`config.mk`:
```
export PLATFORM = sky130hd
export DESIGN_NAME = ocq_qualifier
export DESIGN_NICKNAME = d
export VERILOG_FILES = /design/src/rtl/ocq_pkg.sv /design/src/rtl/ocq_tick_timer.sv /design/src/rtl/ocq_report_once.sv /design/src/rtl/ocq_qualifier.sv
export SDC_FILE = /design/constraint.sdc
export NUM_CORES = 1
export LEC_CHECK = 0
export ABC_AREA = 1
export CORE_UTILIZATION = 50
export CTS_CLUSTER_DIAMETER = 30
export DETAILED_ROUTE_END_ITERATION = 10
export GPL_TIMING_DRIVEN = 0
export HOLD_SLACK_MARGIN = 0.03
export PLACE_DENSITY = 0.8
export REMOVE_ABC_BUFFERS = 1
export SYNTH_ARGS = -nofsm -noshare
export SYNTH_HDL_FRONTEND = slang
export SYNTH_SLANG_ARGS = --single-unit
```
`constraint.sdc`:
```
create_clock -name clk_i -period 3.2 [get_ports clk_i]
set_input_delay 0.64 -clock clk_i [delete_from_list [all_inputs] [get_ports clk_i]]
set_output_delay 0.64 -clock clk_i [all_outputs]
set_load 0.01 [all_outputs]
```
`src/rtl/ocq_pkg.sv`:
```
package ocq_pkg;
  function automatic int ocq_cnt_width(input int win);
    return (win < 2) ? 1 : $clog2(win + 1);
  endfunction
endpackage

```
`src/rtl/ocq_tick_timer.sv`:
```
module ocq_tick_timer #(
  parameter int WIN = 20
) (
  input  logic clk_i,
  input  logic rst_ni,
  input  logic clr_i,
  input  logic restart_i,
  input  logic arm_i,
  input  logic tick_i,
  output logic expire_o
);
  localparam int CW = ocq_pkg::ocq_cnt_width(WIN);
  localparam logic [CW-1:0] LAST = CW'(WIN - 1);

  logic          armed_q;
  logic [CW-1:0] cnt_q;
  logic          kill;

  assign kill     = clr_i | restart_i;
  assign expire_o = armed_q & tick_i & (cnt_q == LAST) & ~kill;

  always_ff @(posedge clk_i or negedge rst_ni) begin
    if (!rst_ni) begin
      armed_q <= 1'b0;
      cnt_q   <= '0;
    end else if (kill) begin
      armed_q <= 1'b0;
      cnt_q   <= '0;
    end else if (!armed_q) begin
      if (arm_i) begin
        armed_q <= 1'b1;
        cnt_q   <= '0;
      end
    end else if (tick_i) begin
      if (cnt_q == LAST) begin
        armed_q <= 1'b0;
        cnt_q   <= '0;
      end else begin
        cnt_q <= cnt_q + 1'b1;
      end
    end
  end


  restart_chk: assert property (@(posedge clk_i) disable iff (!rst_ni)
    (restart_i && !clr_i) |=> (!armed_q && cnt_q == '0));


  expire_disarm_chk: assert property (@(posedge clk_i) disable iff (!rst_ni)
    expire_o |=> !armed_q);
endmodule

```
`src/rtl/ocq_report_once.sv`:
```
module ocq_report_once (
  input  logic clk_i,
  input  logic rst_ni,
  input  logic clr_i,
  input  logic hit_i,
  output logic pulse_o
);
  logic done_q;
  logic pulse_q;

  always_ff @(posedge clk_i or negedge rst_ni) begin
    if (!rst_ni) begin
      done_q  <= 1'b0;
      pulse_q <= 1'b0;
    end else if (clr_i) begin
      done_q  <= 1'b0;
      pulse_q <= 1'b0;
    end else begin
      done_q  <= done_q | hit_i;
      pulse_q <= hit_i & ~done_q;
    end
  end

  assign pulse_o = pulse_q;


  single_pulse_chk: assert property (@(posedge clk_i) disable iff (!rst_ni)
    pulse_o |=> !pulse_o);


  silent_after_report_chk: assert property (@(posedge clk_i) disable iff (!rst_ni)
    (done_q && !clr_i) |=> !pulse_o);
endmodule

```
`src/rtl/ocq_qualifier.sv`:
```
module ocq_qualifier #(
  parameter int OC_WIN_TICKS = 20,
  parameter int SC_WIN_TICKS = 10
) (
  input  logic clk_i,
  input  logic rst_ni,
  input  logic pwm_strobe_i,
  input  logic oc_flag_i,
  input  logic sc_flag_i,
  input  logic tick_i,
  input  logic clear_ni,
  output logic ocp_fault_o,
  output logic scp_fault_o
);
  logic clr;
  logic over_lim;
  logic oc_good_pulse;
  logic oc_bad_pulse;
  logic oc_expire;
  logic sc_expire;

  assign clr           = ~clear_ni;
  // short-circuit level is twice the limit, so it implies over-limit
  assign over_lim      = oc_flag_i | sc_flag_i;
  assign oc_good_pulse = pwm_strobe_i & over_lim;
  assign oc_bad_pulse  = pwm_strobe_i & ~over_lim;

  ocq_tick_timer #(.WIN(OC_WIN_TICKS)) u_oc_timer (
    .clk_i     (clk_i),
    .rst_ni    (rst_ni),
    .clr_i     (clr),
    .restart_i (oc_bad_pulse),
    .arm_i     (oc_good_pulse),
    .tick_i    (tick_i),
    .expire_o  (oc_expire)
  );

  ocq_tick_timer #(.WIN(SC_WIN_TICKS)) u_sc_timer (
    .clk_i     (clk_i),
    .rst_ni    (rst_ni),
    .clr_i     (clr),
    .restart_i (~sc_flag_i),
    .arm_i     (sc_flag_i),
    .tick_i    (tick_i),
    .expire_o  (sc_expire)
  );

  ocq_report_once u_oc_report (
    .clk_i   (clk_i),
    .rst_ni  (rst_ni),
    .clr_i   (clr),
    .hit_i   (oc_expire),
    .pulse_o (ocp_fault_o)
  );

  ocq_report_once u_sc_report (
    .clk_i   (clk_i),
    .rst_ni  (rst_ni),
    .clr_i   (clr),
    .hit_i   (sc_expire),
    .pulse_o (scp_fault_o)
  );


  clear_quiet_chk: assert property (@(posedge clk_i) disable iff (!rst_ni)
    !clear_ni |=> (!ocp_fault_o && !scp_fault_o));


  scp_needs_flag_chk: assert property (@(posedge clk_i) disable iff (!rst_ni)
    scp_fault_o |-> $past(sc_flag_i && tick_i));


  ocp_needs_tick_chk: assert property (@(posedge clk_i) disable iff (!rst_ni)
    ocp_fault_o |-> $past(tick_i));
endmodule

```
==> run summary, run 1 <==
The post-layout utilization of the core is 0.659. The count of H-tree levels built during CTS came out at 1. Of the post-synthesis cell area, the part taken by muxes is 0. After detailed routing, the number of vias per cell comes to 5.18. The number of nets with antenna violations after routing is 0. STA classifies the critical path endpoint as a primary output. Entering global routing, the biggest net connects 16 pins. In this run the count of I/O pins placed on the die edge is 9. Counting I/O delays and the setup requirement, the final critical path takes 1800 ps. The iteration count of the initial detailed-routing pass is 4. In this run the clock root is driven by a sky130_fd_sc_hd__clkbuf_4.

The number of instances on the worst hold path came out at 1. Of the total synthesized cell area, the portion taken by AND, OR, NAND and NOR gates is 0.323. For this run, design rule violations remaining after detail routing come to 0. The die area came out at 1730 µm². The effective utilization at floorplan came out at 0.568. Of the total synthesized cell area, the portion taken by full adders, half adders and majority gates is 0.0478. The async set or reset register ratio after synthesis came out at 1.00. Yosys mapped the design onto 17 distinct sky130hd cell types. The area of all placed cells without fillers is 911 µm². For this design, the CTS-stage hold fixing added 0 buffers. The number of antenna violations at the first check in global routing came out at 0. The DRC violation total after the first TritonRoute iteration came out at 10. The combinational share of power is 0.112. Of the total power, registers draw 0.570. The worst setup path is launched from a flop. The synthesized design contains 15 register bits. The depth of the most critical reg-to-reg path came out at 6. The net count reported at finish is 119. The switching power came out at 0.0932 mW. The clock tree from TritonCTS is yes. The clock sink total is 15. After synthesis, the most frequently instantiated cells are 23 x sky130_fd_sc_hd__nand2_1, 15 x sky130_fd_sc_hd__dfrtp_1, 14 x sky130_fd_sc_hd__nand3_1. By startpoint and endpoint, the worst setup path is classified as flop to primary output. The clock edge transition at the registers on the reported setup and hold paths came out at 90 ps. The top-area cell type share of the netlist area is 0.478.

The fraction of the cycle the final worst path needs is 0.562. The cell type with the highest aggregate area in the netlist is sky130_fd_sc_hd__dfrtp_1. The total routing resource utilization after global routing is 0.195. The fraction of final layout cells with drive strength greater than 1 is 0.102. The most common cell in the synthesized netlist is sky130_fd_sc_hd__nand2_1. Yosys mapped a number of flops with a built-in enable equal to 0.

The wire length of the first global-routing pass is 2570 µm. The final number of setup-violating endpoints is 0. The area share of xor/xnor cells in the synthesized design came out at 0.0446. The final weighted congestion in routability-driven placement came out at 0.771. The via count of the first global-routing pass was 658. The number of antenna diodes in the final layout is 0. Together, buffers and inverters on the worst path number 1. The relative contribution of the clock network to total power is 0.318. The internal power of the cells totals 0.257 mW. The post-synthesis average cell area is 8.18 µm². Detailed placement finished with a half-perimeter wire length of 996 µm. In the post-synthesis netlist, the biggest area contributors are sky130_fd_sc_hd__dfrtp_1 48%, sky130_fd_sc_hd__nand2_1 11%, sky130_fd_sc_hd__nand3_1 8.9%.

The number of instances in the synthesized netlist came out at 96. The site row count came out at 13. The vertical extent of the die is 41.6 µm. The transition time of the tightest slew-check pin came out at 661 ps.

The final max-slew violation count is 0. The count of yosys warnings during synthesis is 0. The post-CTS setup buffer count is 0. The run finished with clean final reports. The slowest stage of the critical path is the sky130_fd_sc_hd__clkdlybuf4s50_1 cell.

The synthesized-area fraction occupied by ao, oa, aoi and oai cells is 0.0541. In this design, the stage delay of the slowest critical-path cell is 530 ps. The clock reaches the later pin of the worst-skew pair after 290 ps. The post-route clock skew is 0.769 ps.

The sum of negative setup slack came out at 0 ps. Global routing finished with a remaining overflow of 0. The filler cells instantiated in the layout total 111.

The share of the Yosys chip area taken by registers is 0.478. Setup repair after global routing left no endpoint under its margin. Based on the critical path, the design can be clocked at up to 556 MHz. In this run the horizontal extent of the chip is 41.6 µm. The count of cell instances traversed by the critical path came out at 1.

Counting the buffers created by CTS gives 3. The tool flagged a number of max-cap violations equal to 0. The headroom to the max-slew limit is 0.558. The data required time of the critical path came out at 2560 ps.

The placeable core region came out at 1380 µm². The mean routed wirelength per cell came out at 11.3 µm. The synthesized cell area is 786 µm². The areal power density over the cells is 385 nW/µm². The count of input and output buffers is 8.

The maximum VDD drop is 0.000271 V. Walking the worst path, the cells encountered are clkdlybuf4s50_1. The switching part of the total came out at 0.266.

The instance area after placement came out at 885 µm². The path class of the tightest hold or removal check is flop to flop. In this run the worst path has a maximum fanout of 1. The leakage power is 0.474 nW. The data arrival time at the worst-slack endpoint is 1160 ps. The number of gates given a new drive strength after cts is 0. Summed over all layers, the routed wires come to 1390 µm.

The area added between synthesis and finish came out at 15.9%. Counting along the longest clock path gives a buffer depth of 2. The number of hold-slack violations in the final timing report came out at 0.

For this block, the via count after detailed routing is 637. By area, the combinational part of the netlist is dominated by simple AND/OR/NAND/NOR gates. The predominant post-synthesis flop cell is sky130_fd_sc_hd__dfrtp_1. The cell family contributing the most delay on the critical path is buffers and inverters.
through the flow:
stage	setup slack, ps	power (mW)	std cells	hold WS, ps
6_report	1400	0.350	123	434
5_1_grt	1370	0.370	123	447
4_1_cts	1390	0.354	123	435
3_5_place_dp	1250	0.243	119	423
3_3_place_gp	1270	0.242	119	415
2_1_floorplan	2010	0.223	96	344
layout make-up:
class	count	area [µm²]	area share
clock buffer	4	26.3	0.0288
inverter	11	41.3	0.0453
multi-input combinational	70	369	0.405
sequential	15	375	0.412
tap	15	18.8	0.0206
timing repair buffer	8	80.1	0.0879
layer usage:
layer / vias to the layer above / global-route usage / share of wire
met4: 0 / 0.142 / 0.030
met1: 282 / 0.267 / 0.50
met5: - / 0 / 0
met2: 14 / 0.269 / 0.43
li1: 336 / - / -
met3: 5 / 0.0435 / 0.038
cell families after synthesis:
logic type / after synthesis
AOI/OAI and AO/OA: 8
xor gates and xnor gates: 4
adders and majority gates: 3
buffers and inverters: 11
DFF: 15
and+or+nand+nor: 55
final timing paths:
check / start / slack, ps / to
max in group asynchronous: rst_ni / 2030 / u_sc_timer.armed_q
setup / recovery: u_oc_report.pulse_o / 1400 / ocp_fault_o
setup reg to reg: u_oc_timer.cnt_q[0] / 1980 / u_oc_timer.cnt_q[3]
hold reg to reg: u_sc_report.done_q / 430 / u_sc_report.pulse_o
min in group asynchronous: rst_ni / 750 / u_oc_timer.cnt_q[2]
hold / removal: u_sc_report.done_q / 430 / u_sc_report.pulse_o
sequential cells by signal (all words and copies together) (netlist names):
name	flops
u_sc_report.pulse_o	1
u_oc_report.pulse_o	1
u_sc_timer.cnt_q	4
u_oc_report.done_q	1
u_oc_timer.armed_q	1
u_oc_timer.cnt_q	5
u_sc_report.done_q	1
u_sc_timer.armed_q	1
layout by cell type (no fill, tap or decap), types with 2 or more instances in the layout:
| master | count |
|---|---|
| sky130_fd_sc_hd__clkbuf_4 | 3 |
| sky130_fd_sc_hd__xor2_1 | 4 |
| sky130_fd_sc_hd__o21ai_1 | 5 |
| sky130_fd_sc_hd__nand2_2 | 3 |
| sky130_fd_sc_hd__nand3_1 | 14 |
| sky130_fd_sc_hd__nand2_1 | 23 |
| sky130_fd_sc_hd__nand3_2 | 2 |
| sky130_fd_sc_hd__clkdlybuf4s50_1 | 8 |
| sky130_fd_sc_hd__dfrtp_1 | 15 |
| sky130_fd_sc_hd__inv_1 | 10 |
| sky130_fd_sc_hd__nor2_1 | 10 |
| sky130_fd_sc_hd__ha_1 | 3 |
power by group through the flow:
stage	Sequential, mW	Combinational [mW]	Clock (mW)
after detailed placement	0.203	0.0396	0
after CTS	0.199	0.0398	0.115
after global placement	0.203	0.0389	0
after global routing	0.200	0.0448	0.125
final	0.200	0.0394	0.111
after floorplan	0.202	0.0212	0
(Power assumes the default switching activity.)
==> inputs of run 2 (changes only) <==
clock period = 1.7 ns   (was 3.2 ns; I/O delays follow)
==> results of run 2 <==
The final DEF is identical to that of run 1. Status: finished, final reports clean.
Among the figures that moved: setup slack after placement 1250 ps -> 45.1 ps; setup slack after layout 1400 ps -> 201 ps; register-to-register setup slack 1980 ps -> 480 ps; total power 0.350 mW -> 0.660 mW; worst IR drop on VDD 0.000271 V -> 0.000510 V
